===== src/rtl/spw_pkg.sv =====
package spw_pkg;

  typedef struct packed {
    logic loadOperand;
    logic loadResult;
    logic busy;
    logic inSel;
  } spw_strobe_t;

  typedef enum logic [2:0] {
    ST_CTRL,
    ST_READ,
    ST_START,
    ST_WAIT,
    ST_WRITE,
    ST_DONE
  } spw_state_e;

  function automatic logic guardHolds(input logic signed [31:0] iv,
                                      input logic signed [31:0] jv,
                                      input int ci, input int cj, input int c0,
                                      input bit isEq);
    logic signed [31:0] acc;
    acc = ci * iv + cj * jv + c0;
    return isEq ? (acc == 0) : (acc >= 0);
  endfunction

endpackage


===== src/rtl/spw_ctrl.sv =====
module spw_ctrl
  import spw_pkg::*;
#(
  parameter int ITER_W  = 8,
  parameter int NUM_OUT = 2,
  parameter int I_LO = 0,
  parameter int I_HI = 3,
  parameter int J_LO = 0,
  parameter int J_HI = 2,
  parameter int SEL_CI = 1,
  parameter int SEL_CJ = 0,
  parameter int SEL_C0 = -2,
  parameter bit SEL_EQ = 1'b0,
  parameter int OUT_CI [NUM_OUT] = '{-1, 1},
  parameter int OUT_CJ [NUM_OUT] = '{0, -1},
  parameter int OUT_C0 [NUM_OUT] = '{2, -1},
  parameter bit OUT_EQ [NUM_OUT] = '{1'b0, 1'b1}
) (
  input  logic               clk,
  input  logic               rst,
  input  logic [1:0]         inEmpty,
  output logic [1:0]         inRead,
  input  logic [NUM_OUT-1:0] outFull,
  output logic [NUM_OUT-1:0] outWrite,
  output logic               coreStart,
  input  logic               coreDone,
  output logic               allDone,
  output spw_strobe_t        strobe
);

  localparam logic signed [ITER_W-1:0] I_LO_V = ITER_W'(I_LO);
  localparam logic signed [ITER_W-1:0] I_HI_V = ITER_W'(I_HI);
  localparam logic signed [ITER_W-1:0] J_LO_V = ITER_W'(J_LO);
  localparam logic signed [ITER_W-1:0] J_HI_V = ITER_W'(J_HI);

  spw_state_e state;
  logic signed [ITER_W-1:0] iQ, jQ;
  logic signed [31:0] iWide, jWide;
  logic selGuard, selQ;
  logic [NUM_OUT-1:0] outGuard, pendingQ, blockedNow;
  logic lastIter, readOk;

  assign iWide = 32'(iQ);
  assign jWide = 32'(jQ);
  assign selGuard = guardHolds(iWide, jWide, SEL_CI, SEL_CJ, SEL_C0, SEL_EQ);

  for (genvar k = 0; k < NUM_OUT; k++) begin : g_outGuard
    assign outGuard[k] = guardHolds(iWide, jWide, OUT_CI[k], OUT_CJ[k], OUT_C0[k], OUT_EQ[k]);
  end

  assign lastIter   = (iQ == I_HI_V) && (jQ == J_HI_V);
  assign readOk     = (state == ST_READ) && !inEmpty[selQ];
  assign blockedNow = pendingQ & outFull;

  always_ff @(posedge clk) begin
    if (rst) begin
      state    <= ST_CTRL;
      iQ       <= I_LO_V;
      jQ       <= J_LO_V;
      selQ     <= 1'b0;
      pendingQ <= '0;
    end else begin
      case (state)
        ST_CTRL: begin
          selQ  <= selGuard;
          state <= ST_READ;
        end
        ST_READ: begin
          if (readOk) state <= ST_START;
        end
        ST_START: state <= ST_WAIT;
        ST_WAIT: begin
          if (coreDone) begin
            pendingQ <= outGuard;
            state    <= ST_WRITE;
          end
        end
        ST_WRITE: begin
          pendingQ <= blockedNow;
          if (blockedNow == '0) begin
            if (lastIter) begin
              state <= ST_DONE;
            end else begin
              state <= ST_CTRL;
              if (iQ == I_HI_V) begin
                iQ <= I_LO_V;
                jQ <= jQ + 1'b1;
              end else begin
                iQ <= iQ + 1'b1;
              end
            end
          end
        end
        default: state <= ST_DONE;
      endcase
    end
  end

  always_comb begin
    inRead = 2'b00;
    if (readOk) inRead[selQ] = 1'b1;
  end

  assign outWrite  = (state == ST_WRITE) ? (pendingQ & ~outFull) : '0;
  assign coreStart = (state == ST_START);
  assign allDone   = (state == ST_DONE);

  assign strobe.loadOperand = readOk;
  assign strobe.loadResult  = (state == ST_WAIT) && coreDone;
  assign strobe.busy        = (state == ST_START) || (state == ST_WAIT);
  assign strobe.inSel       = selQ;


  iter_range_chk: assert property (@(posedge clk) disable iff (rst)
    (iQ >= I_LO_V) && (iQ <= I_HI_V) && (jQ >= J_LO_V) && (jQ <= J_HI_V));


  read_onehot_chk: assert property (@(posedge clk) disable iff (rst)
    $onehot0(inRead));


  read_to_start_chk: assert property (@(posedge clk) disable iff (rst)
    (inRead != 2'b00) |=> coreStart);


  start_pulse_chk: assert property (@(posedge clk) disable iff (rst)
    coreStart |=> !coreStart);


  done_quiet_chk: assert property (@(posedge clk) disable iff (rst)
    allDone |=> (allDone && inRead == 2'b00 && outWrite == '0 && !coreStart));

endmodule


===== src/rtl/spw_dp.sv =====
module spw_dp
  import spw_pkg::*;
#(
  parameter int DATA_W = 8
) (
  input  logic                clk,
  input  logic                rst,
  input  spw_strobe_t         strobe,
  input  logic [2*DATA_W-1:0] inDataFlat,
  output logic [DATA_W-1:0]   coreOperand,
  input  logic [DATA_W-1:0]   coreResult,
  output logic [DATA_W-1:0]   outData
);

  localparam int NUM_IN = 2;

  logic [DATA_W-1:0] inWord [NUM_IN];
  logic [DATA_W-1:0] operandQ, resultQ;

  for (genvar p = 0; p < NUM_IN; p++) begin : g_inWord
    assign inWord[p] = inDataFlat[p*DATA_W +: DATA_W];
  end

  always_ff @(posedge clk) begin
    if (rst) begin
      operandQ <= '0;
      resultQ  <= '0;
    end else begin
      if (strobe.loadOperand) operandQ <= inWord[strobe.inSel];
      if (strobe.loadResult)  resultQ  <= coreResult;
    end
  end

  assign coreOperand = operandQ;
  assign outData     = resultQ;


  operand_stable_chk: assert property (@(posedge clk) disable iff (rst)
    (strobe.busy && $past(strobe.busy)) |-> $stable(coreOperand));

endmodule


===== src/rtl/spw_top.sv =====
module spw_top
  import spw_pkg::*;
#(
  parameter int DATA_W  = 8,
  parameter int ITER_W  = 8,
  parameter int NUM_OUT = 2,
  parameter int I_LO = 0,
  parameter int I_HI = 3,
  parameter int J_LO = 0,
  parameter int J_HI = 2,
  parameter int SEL_CI = 1,
  parameter int SEL_CJ = 0,
  parameter int SEL_C0 = -2,
  parameter bit SEL_EQ = 1'b0,
  parameter int OUT_CI [NUM_OUT] = '{-1, 1},
  parameter int OUT_CJ [NUM_OUT] = '{0, -1},
  parameter int OUT_C0 [NUM_OUT] = '{2, -1},
  parameter bit OUT_EQ [NUM_OUT] = '{1'b0, 1'b1}
) (
  input  logic                clk,
  input  logic                rst,
  input  logic [1:0]          inEmpty,
  input  logic [2*DATA_W-1:0] inDataFlat,
  output logic [1:0]          inRead,
  input  logic [NUM_OUT-1:0]  outFull,
  output logic [NUM_OUT-1:0]  outWrite,
  output logic [DATA_W-1:0]   outData,
  output logic                coreStart,
  output logic [DATA_W-1:0]   coreOperand,
  input  logic                coreDone,
  input  logic [DATA_W-1:0]   coreResult,
  output logic                allDone
);

  spw_strobe_t strobe;

  spw_ctrl #(
    .ITER_W(ITER_W), .NUM_OUT(NUM_OUT),
    .I_LO(I_LO), .I_HI(I_HI), .J_LO(J_LO), .J_HI(J_HI),
    .SEL_CI(SEL_CI), .SEL_CJ(SEL_CJ), .SEL_C0(SEL_C0), .SEL_EQ(SEL_EQ),
    .OUT_CI(OUT_CI), .OUT_CJ(OUT_CJ), .OUT_C0(OUT_C0), .OUT_EQ(OUT_EQ)
  ) ctrl_i (
    .clk(clk), .rst(rst),
    .inEmpty(inEmpty), .inRead(inRead),
    .outFull(outFull), .outWrite(outWrite),
    .coreStart(coreStart), .coreDone(coreDone),
    .allDone(allDone), .strobe(strobe)
  );

  spw_dp #(.DATA_W(DATA_W)) dp_i (
    .clk(clk), .rst(rst), .strobe(strobe),
    .inDataFlat(inDataFlat),
    .coreOperand(coreOperand), .coreResult(coreResult),
    .outData(outData)
  );

endmodule


===== config.mk =====
export PLATFORM = sky130hd
export DESIGN_NAME = spw_top
export DESIGN_NICKNAME = d
export VERILOG_FILES = /design/src/rtl/spw_pkg.sv /design/src/rtl/spw_ctrl.sv /design/src/rtl/spw_dp.sv /design/src/rtl/spw_top.sv
export SDC_FILE = /design/constraint.sdc
export NUM_CORES = 1
export LEC_CHECK = 0
export BUFFER_PORTS_ARGS = -buffer_cell sky130_fd_sc_hd__buf_2
export CELL_PAD_IN_SITES_DETAIL_PLACEMENT = 1
export CELL_PAD_IN_SITES_GLOBAL_PLACEMENT = 2
export CORE_ASPECT_RATIO = 1.25
export CORE_MARGIN = 2
export CORE_UTILIZATION = 33
export DETAILED_ROUTE_END_ITERATION = 10
export GPL_ROUTABILITY_DRIVEN = 0
export PLACE_DENSITY_LB_ADDON = 0.1
export SYNTH_ARGS = -nofsm -noshare
export SYNTH_HDL_FRONTEND = slang
export SYNTH_HIERARCHICAL = 1
export SYNTH_SLANG_ARGS = --single-unit

===== constraint.sdc =====
create_clock -name clk -period 4.35 [get_ports clk]
set_input_delay 0.87 -clock clk [delete_from_list [all_inputs] [get_ports clk]]
set_output_delay 0.87 -clock clk [all_outputs]
set_load 0.05 [all_outputs]

==> insert_results.sql <==
INSERT INTO impl_metrics (metric_group, metric, value, unit) VALUES
('synthesis', 'seq_area_frac_synth', '28.4', '%'),
('timing', 'setup_viol_count_final', '0', ''),
('critical_path', 'r2r.worst_path.cells', '15', ''),
('global_routing', 'number_of_global_route_vias_before_repair', '2192', ''),
('clocking', 'clock_insertion_delay_worst_skew', '0.30', 'ns'),
('synthesis', 'post_synth_fa_ha_maj_area_fraction', '18.8', '%'),
('clocking', 'cts_num_sinks', '38', ''),
('layout', 'diodes', '0', ''),
('outcome', 'status', 'complete, no violations', ''),
('clocking', 'path_clk_slew', '0.08', 'ns'),
('clocking', 'hold_buffers', '0', ''),
('power_and_ir_drop', 'power.net_switching', '219', 'uW'),
('timing', 'finalMaxSlewViolations', '0', ''),
('clocking', 'cts_tree', 'yes', ''),
('global_routing', 'globalRouteOverflowTotal', '0', ''),
('synthesis', 'synth_compound_area_share', '12.4', '%'),
('detailed_routing', 'starting_drt_drc_count', '65', ''),
('critical_path', 'crit_path_start_kind', 'flop', ''),
('die', 'fp.dieArea', '0.00886', 'mm^2'),
('die', 'initial_utilization', '34.2', '%'),
('clocking', 'clock_tree.buffer_depth', '2', ''),
('placed_design', 'portBuffers', '52', ''),
('layout', 'finalNetCount', '400', ''),
('global_routing', 'number_of_antenna_violations_at_the_first_check_in_global_routing', '0', ''),
('detailed_routing', 'detailedRoute.firstPassIterationCount', '4', ''),
('power_and_ir_drop', 'p_leak', '0.00125', 'uW'),
('timing', 'totalNegativeSetupSlack', '0', 'ns'),
('synthesis', 'yosys.cell_types.count', '56', ''),
('die', 'ioPinCount', '53', ''),
('timing', 'skew', '0.00783', 'ns'),
('worst_hold_path', 'timing.hold.worst_endpoint', 'dp_i/coreOperand[6]', ''),
('detailed_routing', 'antenna_left', '0', ''),
('clocking', 'postCtsSetupBuffers', '0', ''),
('critical_path', 'crit-reg2reg-capture', 'ctrl_i/pendingQ[1]', ''),
('power_and_ir_drop', 'seq_power_share', '43.6', '%'),
('timing', 'worst_pin_slew', '0.824', 'ns'),
('critical_path', 'ff2ff_setup_slack', '0.38', 'ns'),
('synthesis', 'synthCells', '295', ''),
('synthesis', 'ys_async_sr_fraction', '0', '%'),
('critical_path', 'cp-end-kind', 'flop', ''),
('detailed_routing', 'post-route-drc-count', '0', ''),
('power_and_ir_drop', 'power.density', '271', 'mW/mm^2'),
('timing', 'timing_hold_violations_final', '0', ''),
('detailed_routing', 'wirelength_per_cell', '15.6', 'um'),
('layout', 'stdcell_count', '435', ''),
('power_and_ir_drop', 'share_comb_of_total_power', '13.2', '%'),
('synthesis', 'edff_count_synth', '0', ''),
('power_and_ir_drop', 'power.switching_fraction', '25.9', '%'),
('global_routing', 'largest_net_degree_at_the_start_of_global_routing', '36', ''),
('synthesis', 'yosys-mux-area-fraction', '7.14', '%'),
('layout', 'drive_above_1_share', '21.8', '%'),
('critical_path', 'critical_path_required', '4.59', 'ns'),
('worst_hold_path', 'holdPathStages', '2', ''),
('clocking', 'postCtsResizedCells', '0', ''),
('critical_path', 'critical_path_peak_fanout', '4', ''),
('layout', 'nFillCells', '939', ''),
('global_routing', 'grtUsageTotal', '15.6', '%'),
('layout', 'syn_to_final_growth', '16.2', '%'),
('synthesis', 'post_synth_instance_area', '0.00268', 'mm^2'),
('detailed_routing', 'vias', '2230', ''),
('layout', 'multi_input_logic_area', '0.00176', 'mm^2'),
('power_and_ir_drop', 'vdd_ir_drop_max', '0.000187', 'V'),
('placed_design', 'dp_cells', '427', ''),
('die', 'die_height', '105', 'um'),
('synthesis', 'synthXorXnorAreaFrac', '3.92', '%'),
('timing', 'max_freq', '252', 'MHz'),
('die', 'rows', '36', ''),
('timing', 'min_period', '3.97', 'ns'),
('synthesis', 'synth.net_count', '356', ''),
('synthesis', 'avgSynthCellArea', '9.08', 'um^2'),
('detailed_routing', 'routed_via_density', '5.13', '');
## cells in the mapped netlist, drive strengths merged (6+ instances only)
| cell type | count | area (um^2) |
|---|---|---|
| clkbuf | 8 | 30.0 |
| nor3 | 8 | 40.0 |
| dfxtp | 38 | 761 |
| buf | 8 | 60.1 |
| xnor2 | 9 | 78.8 |
| inv | 19 | 71.3 |
| ha | 13 | 163 |
| fa | 17 | 340 |
| nand4 | 9 | 56.3 |
| mux2i | 18 | 180 |
| a211oi | 12 | 100 |
| o21ai | 6 | 30.0 |
| a21oi | 6 | 30.0 |
| nor2 | 52 | 198 |
## final cells by class
type / count / share of cell area [%]
Clock buffer: 5 / 2.21
Clock inverter: 3 / 2.21
Inverter: 19 / 2.29
Multi-Input combinational cell: 222 / 56.4
Sequential cell: 38 / 24.4
Tap cell: 95 / 3.82
Timing Repair Buffer: 53 / 8.60
## flip-flops by register name (all words and copies together), names as in the netlist
name and count:
ctrl_i/pendingQ 2, ctrl_i/iQ 8, ctrl_i/state 3, ctrl_i/jQ 8, dp_i/outData 8, ctrl_i/selQ 1, dp_i/coreOperand 8
## power groups by stage
stage                     combinational, uW  sequential (uW)  clock [uW]
after floorplan                        58.2              400           0
after global placement                  112              376           0
after detailed placement                113              377           0
after CTS                               113              368         380
after global routing                    122              370         392
final                                   112              369         365
## layout by cell type (no fill, tap or decap), drive strengths merged, types with 8 or more instances in the layout
cell type	instances
buf	53
dfxtp	38
nor2	52
nand4	9
inv	19
fa	17
xnor2	9
nor3	8
a211oi	12
mux2i	18
ha	13
## through the flow
stage | area [um^2] | setup slack [ns] | utilization [%] | hold WS, ns | power [uW]
6_report | 3110 | 0.378 | 39.7 | 0.486 | 845
5_1_grt | 3110 | 0.105 | 39.7 | 0.525 | 885
4_1_cts | 3110 | 0.337 | 39.7 | 0.491 | 862
3_5_place_dp | 2980 | 0.392 | 38.0 | 0.482 | 490
3_3_place_gp | 2980 | 0.562 | 38.0 | 0.467 | 488
2_1_floorplan | 2680 | 0.891 | - | 0.492 | 458
## worst max path at each step
stage                          to  cells after the start    startpoint
6_report       ctrl_i/pendingQ[1]                     15  ctrl_i/jQ[0]
4_1_cts        ctrl_i/pendingQ[1]                     15  ctrl_i/jQ[0]
5_1_grt        ctrl_i/pendingQ[1]                     15  ctrl_i/jQ[0]
2_1_floorplan  ctrl_i/pendingQ[1]                     15  ctrl_i/jQ[0]
3_3_place_gp   ctrl_i/pendingQ[1]                     15  ctrl_i/jQ[0]
3_5_place_dp   ctrl_i/pendingQ[1]                     15  ctrl_i/jQ[0]
## critical path, cell delays in order (launching register included)
cell,delay (ns)
dfxtp_1,0.35
inv_1,0.12
ha_1,0.21
inv_1,0.07
fa_1,0.38
nor2b_1,0.23
o221ai_1,0.19
a211o_1,0.33
a21oi_1,0.33
nor2_1,0.14
fa_1,0.50
nor4bb_1,0.25
o2111ai_1,0.16
nor4_1,0.32
o211a_1,0.20
a31o_2,0.14
## routing by layer
metal | vias to the layer above | track usage, % | wire length, um
met1 | 1071 | 18.0 | 2910
met2 | 44 | 28.7 | 3520
met4 | 0 | 4.88 | 73
li1 | 1110 | - | -
met5 | - | 0 | 0
met3 | 5 | 2.69 | 281
## cells by family (layout without fill, tap and decap cells)
kind of cell / after synthesis / in the layout
buffers and inverters: 35 / 80
multiplexers: 19 / 19
XOR/XNOR: 12 / 12
AO/OA/AOI/OAI: 46 / 46
flip-flops: 38 / 38
AND/OR/NAND/NOR: 115 / 115
adder cells (fa/ha/maj): 30 / 30
(Power assumes the default switching activity.)
